--- config.mk ---
export PLATFORM = sky130hd
export DESIGN_NAME = bkpt_unit
export DESIGN_NICKNAME = d
export VERILOG_FILES = /design/src/rtl/bkpt_pkg.sv /design/src/rtl/bkpt_regs.sv /design/src/rtl/bkpt_code_cmp.sv /design/src/rtl/bkpt_data_cmp.sv /design/src/rtl/bkpt_unit.sv
export SDC_FILE = /design/constraint.sdc
export NUM_CORES = 1
export LEC_CHECK = 0
export BUFFER_PORTS_ARGS = -buffer_cell sky130_fd_sc_hd__buf_2
export CORE_MARGIN = 5
export CORE_UTILIZATION = 50
export CTS_BUF_LIST = sky130_fd_sc_hd__clkbuf_16
export CTS_CLUSTER_SIZE = 25
export DETAILED_ROUTE_END_ITERATION = 12
export PLACE_DENSITY = 0.69
export SLEW_MARGIN = 25
export SYNTH_ARGS = -nofsm -noshare
export SYNTH_HDL_FRONTEND = slang
export SYNTH_HIERARCHICAL = 1
export SYNTH_SLANG_ARGS = --single-unit
--- constraint.sdc ---
create_clock -name clk -period 2.1 [get_ports clk]
set_clock_uncertainty 0.15 [all_clocks]
set_input_delay 0.42 -clock clk [delete_from_list [all_inputs] [get_ports clk]]
set_output_delay 0.42 -clock clk [all_outputs]
set_load 0.02 [all_outputs]
--- src/rtl/bkpt_pkg.sv ---
package bkpt_pkg;

    parameter int NUM_CODE = 5;
    parameter int PC_W     = 24;
    parameter int DW       = 16;
    parameter int RA_W     = 5;
    parameter int IDX_W    = 3;
    localparam int HI_W    = PC_W - DW;

    typedef enum logic [1:0] {
        RG_FULL = 2'd0,
        RG_LO   = 2'd1,
        RG_HI   = 2'd2,
        RG_MISC = 2'd3
    } reg_region_e;

    typedef enum logic [2:0] {
        MX_ENABLE = 3'd0,
        MX_AMATCH = 3'd1,
        MX_AMASK  = 3'd2,
        MX_VMATCH = 3'd3,
        MX_VMASK  = 3'd4
    } misc_sel_e;

    // enable register layout: [3:0] code arm 1..4, [4] data arm, [5] reads, [6] writes
    typedef struct packed {
        logic                on_wr;
        logic                on_rd;
        logic                data_en;
        logic [NUM_CODE-2:0] code_en;
    } arm_t;

    typedef struct packed {
        logic [DW-1:0] match;
        logic [DW-1:0] mask;
    } mcmp_t;

    typedef struct packed {
        arm_t  arm;
        mcmp_t addr;
        mcmp_t value;
    } dbp_cfg_t;

    localparam int ARM_W = $bits(arm_t);
    localparam logic [PC_W-1:0] CODE_RST = '1;

    function automatic logic masked_eq(input logic [DW-1:0] obs, input mcmp_t c);
        return ((obs ^ c.match) & ~c.mask) == '0;
    endfunction

    function automatic reg_region_e region_of(input logic [RA_W-1:0] a);
        return reg_region_e'(a[RA_W-1 -: 2]);
    endfunction

    function automatic logic [IDX_W-1:0] index_of(input logic [RA_W-1:0] a);
        return a[IDX_W-1:0];
    endfunction

endpackage

--- src/rtl/bkpt_regs.sv ---
module bkpt_regs
    import bkpt_pkg::*;
(
    input  logic                           clk,
    input  logic                           rst,
    input  logic                           we,
    input  logic [RA_W-1:0]                addr,
    input  logic [PC_W-1:0]                wdata,
    output logic [NUM_CODE-1:0][PC_W-1:0]  code_addr_o,
    output dbp_cfg_t                       dcfg_o
);

    reg_region_e           region;
    logic [IDX_W-1:0]      idx;
    dbp_cfg_t              dcfg_q;

    assign region = region_of(addr);
    assign idx    = index_of(addr);

    for (genvar k = 0; k < NUM_CODE; k++) begin : g_code
        logic [PC_W-1:0] q;
        logic            sel;

        assign sel = we && (idx == IDX_W'(k));

        always_ff @(posedge clk) begin
            if (rst) begin
                q <= CODE_RST;
            end else if (sel) begin
                case (region)
                    RG_FULL: q              <= wdata;
                    RG_LO:   q[DW-1:0]      <= wdata[DW-1:0];
                    RG_HI:   q[PC_W-1:DW]   <= wdata[HI_W-1:0];
                    default: ;
                endcase
            end
        end

        assign code_addr_o[k] = q;
    end

    always_ff @(posedge clk) begin
        if (rst) begin
            dcfg_q.arm         <= '0;
            dcfg_q.addr.match  <= '0;
            dcfg_q.addr.mask   <= '1;
            dcfg_q.value.match <= '0;
            dcfg_q.value.mask  <= '1;
        end else if (we && region == RG_MISC) begin
            case (misc_sel_e'(idx))
                MX_ENABLE: dcfg_q.arm         <= arm_t'(wdata[ARM_W-1:0]);
                MX_AMATCH: dcfg_q.addr.match  <= wdata[DW-1:0];
                MX_AMASK:  dcfg_q.addr.mask   <= wdata[DW-1:0];
                MX_VMATCH: dcfg_q.value.match <= wdata[DW-1:0];
                MX_VMASK:  dcfg_q.value.mask  <= wdata[DW-1:0];
                default: ;
            endcase
        end
    end

    assign dcfg_o = dcfg_q;

endmodule

--- src/rtl/bkpt_code_cmp.sv ---
module bkpt_code_cmp
    import bkpt_pkg::*;
(
    input  logic                           pc_valid,
    input  logic [PC_W-1:0]                pc,
    input  logic [NUM_CODE-1:0][PC_W-1:0]  code_addr,
    input  logic [NUM_CODE-2:0]            code_en,
    output logic                           code_hit
);

    logic [NUM_CODE-1:0] armed;
    logic [NUM_CODE-1:0] eq;

    for (genvar k = 0; k < NUM_CODE; k++) begin : g_cmp
        if (k == 0) begin : g_fixed
            assign armed[k] = 1'b1;
        end else begin : g_gated
            assign armed[k] = code_en[k-1];
        end
        assign eq[k] = (pc == code_addr[k]);
    end

    assign code_hit = pc_valid && |(eq & armed);

endmodule

--- src/rtl/bkpt_data_cmp.sv ---
module bkpt_data_cmp
    import bkpt_pkg::*;
(
    input  logic          dacc_valid,
    input  logic          dacc_write,
    input  logic [DW-1:0] dacc_addr,
    input  logic [DW-1:0] dacc_data,
    input  dbp_cfg_t      cfg,
    output logic          data_hit
);

    logic type_ok;
    logic addr_ok;
    logic value_ok;

    assign type_ok  = dacc_write ? cfg.arm.on_wr : cfg.arm.on_rd;
    assign addr_ok  = masked_eq(dacc_addr, cfg.addr);
    assign value_ok = masked_eq(dacc_data, cfg.value);
    assign data_hit = dacc_valid && cfg.arm.data_en && type_ok && addr_ok && value_ok;

endmodule

--- src/rtl/bkpt_unit.sv ---
module bkpt_unit
    import bkpt_pkg::*;
(
    input  logic            clk,
    input  logic            rst,
    input  logic            reg_we,
    input  logic [RA_W-1:0] reg_addr,
    input  logic [PC_W-1:0] reg_wdata,
    input  logic            pc_valid,
    input  logic [PC_W-1:0] pc,
    input  logic            dacc_valid,
    input  logic            dacc_write,
    input  logic [DW-1:0]   dacc_addr,
    input  logic [DW-1:0]   dacc_data,
    input  logic            stop_cmd,
    output logic            brk_req,
    output logic            brk_status
);

    logic [NUM_CODE-1:0][PC_W-1:0] code_addr_w;
    dbp_cfg_t                      dcfg_w;
    logic                          code_hit;
    logic                          data_hit;
    logic                          any_hit;
    logic [PC_W-1:0]               bp0_addr_w;
    logic                          data_en_w;

    bkpt_regs u_regs (
        .clk         (clk),
        .rst         (rst),
        .we          (reg_we),
        .addr        (reg_addr),
        .wdata       (reg_wdata),
        .code_addr_o (code_addr_w),
        .dcfg_o      (dcfg_w)
    );

    bkpt_code_cmp u_code (
        .pc_valid  (pc_valid),
        .pc        (pc),
        .code_addr (code_addr_w),
        .code_en   (dcfg_w.arm.code_en),
        .code_hit  (code_hit)
    );

    bkpt_data_cmp u_data (
        .dacc_valid (dacc_valid),
        .dacc_write (dacc_write),
        .dacc_addr  (dacc_addr),
        .dacc_data  (dacc_data),
        .cfg        (dcfg_w),
        .data_hit   (data_hit)
    );

    assign any_hit    = code_hit || data_hit;
    assign bp0_addr_w = code_addr_w[0];
    assign data_en_w  = dcfg_w.arm.data_en;

    always_ff @(posedge clk) begin
        if (rst) begin
            brk_req    <= 1'b0;
            brk_status <= 1'b0;
        end else begin
            brk_req    <= any_hit;
            brk_status <= any_hit || (brk_status && !stop_cmd);
        end
    end

endmodule

==> flow_summary.yaml, run 1 <==
timing:
  finalCriticalPeriod_ns: 1.89
  worst_slack_ns: 0.208
  final_max_slew_viol_count: 0
  finalCritPeriodShare_pct: 90.1
  setup_viol: 0
  hold_viol: 0
  max_freq_mhz: 529
  worst_slew_pin_slew_ns: 0.613
  slew_headroom_pct: 59.2
  grt_setup_unrepaired: "false"
logic_synthesis:
  yosysUniqueCellTypes: 40
  syn-num-nets: 1046
  syn_avg_cell_area_um2: 9.85
  synth_top_flop_cell: "dfxtp_1"
  ys_ff_latch: 193
  postSynthCellCount: 954
  yosysWarnings: 6
  synth_edf_count: 0
  async_flop_share_pct: 0
  synth.yosys.seq_area_share_pct: 41.1
  synth_area_um2: 9400
pwr:
  power_frac_clock_pct: 42.4
  cell_internal_pwr_w: 0.00582
  powerDensity_nw_per_um2: 730
  p_sw_share_pct: 25.5
  pwr-share-seq_pct: 47.7
  ir_drop_uv: 684
  cellLeakagePower_nw: 4.39
  pwr-share-comb_pct: 9.9
  power.switching_w: 0.00200
placement:
  place_ws_ns: -0.0522
  portBuffers: 93
  dpl.cell_count: 1252
  gp_congestion: 0.914
  dp.final_hpwl_um: 18500
setup_path:
  cp-end-kind: "flop"
  arrival_ns: 2.12
  cp-start-kind: "flop"
  required_ns: 2.33
  path_max_fanout: 2
  path_class: "flop to flop"
cells_and_area:
  syn_to_final_growth_pct: 14.0
  final_common_cell: "dfxtp_1"
  layout.nets: 1129
  drive_gt1_share_pct: 18.9
  diodes: 0
  fin_cells: 1284
  final_cell_mix: "193 x dfxtp_1, 159 x mux2i_1, 138 x nor2_1, 135 x xnor2_1, 92 x buf_2"
route:
  firstDrtPassIters: 5
  vias: 7056
  viasPerCell: 5.50
  wirelength_um: 25200
  drc_errors: 0
  drtAntennaViolNets: 0
  first_iter_violations: 485
  wl_per_cell_um: 19.6
floorplanning:
  start_util_pct: 50.6
  die_area_um2: 21600
  io_pins: 94
  coreArea_um2: 18600
  rows: 50
  die_width_um: 147
  die_y_um: 147
global_routing:
  grt_max_degree: 92
  track_usage_pct: 23.5
  grt_first_pass_wirelength_um: 39500
  antenna_found_initial: 0
  grt_pass1_vias: 7125
  grt_overflow: 0
clocking:
  cts_setup_buffers: 0
  worstSkewPairLatency_ns: 0.44
  clk_pin_slew_ns: 0.07
  cts_buffers: 17
  cts_sinks: 193
  cts_buffer_depth: 2
  cts_htree_levels: 4
  root_buffer: "clkbuf_16"
  cts_tree: "done"
  ctsHoldBuffers: 0
  cts_resized: 0
worst_hold_path:
  worstHoldPathType: "input port to flop"
flow_run:
  drv_cap: 0
status:
  status: "finished, final reports clean"
[synth_stat cells (3+ instances only)]
master,count,area (µm²)
a211oi_1,40,300
nand2_2,3,18.8
clkbuf_1,26,97.6
nand4_1,24,150
dfxtp_1,193,3860
o22ai_1,14,87.6
xor2_1,8,70.1
nand2_1,6,22.5
xnor2_1,135,1180
buf_6,19,214
buf_4,12,90.1
nand2b_1,56,350
mux2i_1,159,1590
and3b_1,5,43.8
buf_2,22,110
nor3_1,5,25.0
nor4_1,6,37.5
a21oi_1,40,200
nor2_1,138,518
xnor2_2,9,146
nand3_1,6,30.0
[metrics by stage]
| stage | hold WS (ns) | instance area [µm²] | util (%) | TNS [ns] | total power [W] |
|---|---|---|---|---|---|
| after detailed placement | 0.324 | 10100 | 54.4 | -0.0672 | 0.00458 |
| after CTS | 0.114 | 10700 | 57.6 | 0 | 0.00787 |
| after global routing | 0.130 | 10700 | 57.6 | 0 | 0.00810 |
| after floorplan | 0.298 | 9400 | - | 0 | 0.00430 |
| after global placement | 0.314 | 10100 | 54.4 | -0.164 | 0.00458 |
| final | 0.130 | 10700 | 57.6 | 0 | 0.00782 |
[critical path, cell delays in order, from the launching register on]
cell	delay, ns
dfxtp_1	0.33
xnor2_1	0.32
nand4_1	0.22
nor4_1	0.30
nand3_1	0.11
a31oi_1	0.18
nor2_1	0.09
a21oi_2	0.12
[per-layer routing]
layer | routed length, µm | GRT usage (%)
met1 | 11300 | 31.7
met4 | 856 | 9.74
met3 | 1230 | 4.13
met2 | 11800 | 37.4
met5 | 0 | 0
[sequential cells by signal, summed over array words and instances (netlist names)]
name	cells
u_regs/dcfg_o	71
brk_req	1
brk_status	1
u_regs/g_code.q	120
[final timing paths]
| check | slack, ns | cells after the start | endpoint | from |
|---|---|---|---|---|
| hold reg to reg | 0.33 | 2 | u_regs/dcfg_o[70] | u_regs/dcfg_o[70] |
| setup / recovery | 0.21 | 7 | brk_status | u_regs/g_code[0].q[17] |
| hold / removal | 0.13 | 3 | brk_status | stop_cmd |
| setup reg to reg | 0.21 | 7 | brk_status | u_regs/g_code[0].q[17] |
[power groups by stage]
stage | clock network [W] | registers [W] | logic, W
2_1_floorplan | 0 | 0.00381 | 0.000493
3_3_place_gp | 0 | 0.00381 | 0.000770
3_5_place_dp | 0 | 0.00381 | 0.000770
4_1_cts | 0.00336 | 0.00373 | 0.000775
5_1_grt | 0.00354 | 0.00373 | 0.000829
6_report | 0.00331 | 0.00373 | 0.000777
[area by class of cell]
| type | instances | area, µm² |
|---|---|---|
| Tap cell | 234 | 293 |
| Clock inverter | 15 | 174 |
| Sequential cell | 193 | 3860 |
| Fill cell | 1650 | 7870 |
| Multi-Input combinational cell | 681 | 5030 |
| Clock buffer | 17 | 425 |
| Timing Repair Buffer | 143 | 922 |
| Inverter | 1 | 3.75 |
[logic make-up (layout without fill, tap and decap cells)]
kind of cell | Yosys count | after routing | share of synthesized area, %
multiplexers | 160 | 160 | 17.1
AO/OA/AOI/OAI | 101 | 101 | 6.86
flip-flops | 193 | 193 | 41.1
AND/OR/NAND/NOR | 268 | 268 | 14.6
XOR/XNOR | 152 | 152 | 14.9
buffers and inverters | 80 | 176 | 5.48
No activity file was read; power rests on OpenSTA's default activity.
==> run 2, diff against run 1 <==
--- a/config.mk
+++ b/config.mk
@@ -6,7 +6,7 @@
 export NUM_CORES = 1
 export LEC_CHECK = 0
 export BUFFER_PORTS_ARGS = -buffer_cell sky130_fd_sc_hd__buf_2
-export CORE_MARGIN = 5
+export CORE_MARGIN = 1
 export CORE_UTILIZATION = 50
 export CTS_BUF_LIST = sky130_fd_sc_hd__clkbuf_16
 export CTS_CLUSTER_SIZE = 25
==> run 2 against run 1 <==
Effect of this change:
- the run now ends with DRC left
- sequential cell count is the same
- via count shrank 1.2%
- global-route usage grew 2.5 points
- critical path type unchanged
==> flow_summary.yaml, run 2 (synthesis results as in run 1) <==
setup_path:
  path_class: "flop to flop"
  cp-end-kind: "flop"
  path_max_fanout: 2
  required_ns: 2.32
  arrival_ns: 2.13
  r2r_slack_ns: 0.19
  cp-start-kind: "flop"
pwr:
  powerDensity_nw_per_um2: 704
  pwr-share-seq_pct: 49.7
  cell_internal_pwr_w: 0.00564
  p_sw_share_pct: 24.9
  pwr-share-comb_pct: 10.4
  power.switching_w: 0.00187
  ir_drop_uv: 620
  cellLeakagePower_nw: 4.36
  power_frac_clock_pct: 39.9
  fin_total_pwr_w: 0.00751
timing:
  max_freq_mhz: 524
  setup_tns_ns: 0
  grt_setup_unrepaired: "false"
  setup_viol: 0
  finalCriticalPeriod_ns: 1.91
  finalCritPeriodShare_pct: 90.9
  final_max_slew_viol_count: 0
  holdWs_ns: 0.127
  slew_headroom_pct: 35.2
  hold_viol: 0
  worst_slew_pin_slew_ns: 0.964
global_routing:
  grt_pass1_vias: 6911
  grt_max_degree: 67
  grt_overflow: 0
  antenna_found_initial: 0
  grt_first_pass_wirelength_um: 38200
  track_usage_pct: 26.0
  grt_use_met1_pct: 34.4
  globalRouteMet2Util_pct: 42.7
  gr-max-usage-layer: "met2"
  grt_use_met3_pct: 4.39
route:
  first_iter_violations: 490
  wirelength_um: 24600
  drc_errors: 2
  drtAntennaViolNets: 0
  firstDrtPassIters: 11
  vias: 6968
  wl_per_cell_um: 19.2
  viasPerCell: 5.44
cells_and_area:
  drive_gt1_share_pct: 18.4
  final_util_pct: 58.5
  final_cell_mix: "193 x dfxtp_1, 159 x mux2i_1, 138 x nor2_1, 135 x xnor2_1, 92 x buf_2"
  syn_to_final_growth_pct: 13.4
  diodes: 0
  largest_reg_flops: 120
  fillers: 1554
  final_common_cell: "dfxtp_1"
  layout.nets: 1130
  fin_area_um2: 10700
  top_register: "u_regs/g_code.q"
floorplanning:
  start_util_pct: 51.6
  io_pins: 94
  coreArea_um2: 18200
  die_width_um: 139
  die_y_um: 139
  die_area_um2: 19400
  rows: 49
clocking:
  cts_setup_buffers: 0
  cts_resized: 0
  cts_buffers: 17
  cts_sinks: 193
  cts_htree_levels: 4
  cts_buffer_depth: 2
  worstSkewPairLatency_ns: 0.44
  clk_pin_slew_ns: 0.07
  ctsHoldBuffers: 0
  cts_tree: "done"
  root_buffer: "clkbuf_16"
status:
  status: "finished with violations"
  violations: "DRC"
worst_hold_path:
  worstHoldPathType: "input port to flop"
placement:
  place_area_um2: 10100
  gp_congestion: 0.925
  dp.final_hpwl_um: 17900
  portBuffers: 93
flow_run:
  drv_cap: 0
[run 2: cell types whose count changed in the layout (fill, tap and decap cells not counted), sizes merged]
cell,previous run,this run
bufinv,2,1
clkinvlp,2,5
buf,143,144
clkinv,4,6
inv,8,4
[run 2: per-stage QoR]
step	worst slack (ns)	cells
2_1_floorplan	0.414	954
3_3_place_gp	0.0167	1248
3_5_place_dp	-0.0732	1248
4_1_cts	0.220	1280
5_1_grt	0.108	1280
6_report	0.192	1280
[run 2: layout make-up]
| type | count | area [µm²] | area share (%) |
|---|---|---|---|
| clock buffer | 17 | 425 | 3.99 |
| multi-input combinational | 681 | 5030 | 47.2 |
| clock inverter | 15 | 105 | 0.986 |
| timing repair buffer | 144 | 942 | 8.84 |
| sequential | 193 | 3860 | 36.3 |
| inverter | 1 | 3.75 | 0.0352 |
| tap | 229 | 287 | 2.69 |
[run 2: final timing paths]
path / startpoint / endpoint / cells past startpoint
worst max-delay path: u_regs/g_code[3].q[3] / brk_status / 7
worst min-delay path: reg_wdata[12] / u_regs/dcfg_o[60] / 3
worst max register to register: u_regs/g_code[3].q[3] / brk_status / 7
worst min register to register: u_regs/dcfg_o[69] / u_regs/dcfg_o[69] / 2
[run 2: power groups by stage]
stage | Sequential (W) | Combinational [W] | Clock (W)
after floorplan | 0.00381 | 0.000493 | 0
after global placement | 0.00381 | 0.000771 | 0
after detailed placement | 0.00381 | 0.000772 | 0
after CTS | 0.00373 | 0.000776 | 0.00303
after global routing | 0.00373 | 0.000829 | 0.00318
final | 0.00373 | 0.000781 | 0.00299
[run 2: worst max-delay path: stages (launching register included)]
cell and delay (ns):
dfxtp_1 0.32, xnor2_1 0.24, nand4_1 0.17, nor4_1 0.38, a22oi_1 0.16, a31oi_1 0.19
nor2_1 0.09, a21oi_2 0.13
[run 2: metal layers]
layer	vias up	part of all wire, %
li1	3415	-
met1	3325	46
met2	191	47
met3	37	5.1
met4	0	2.2
met5	-	0
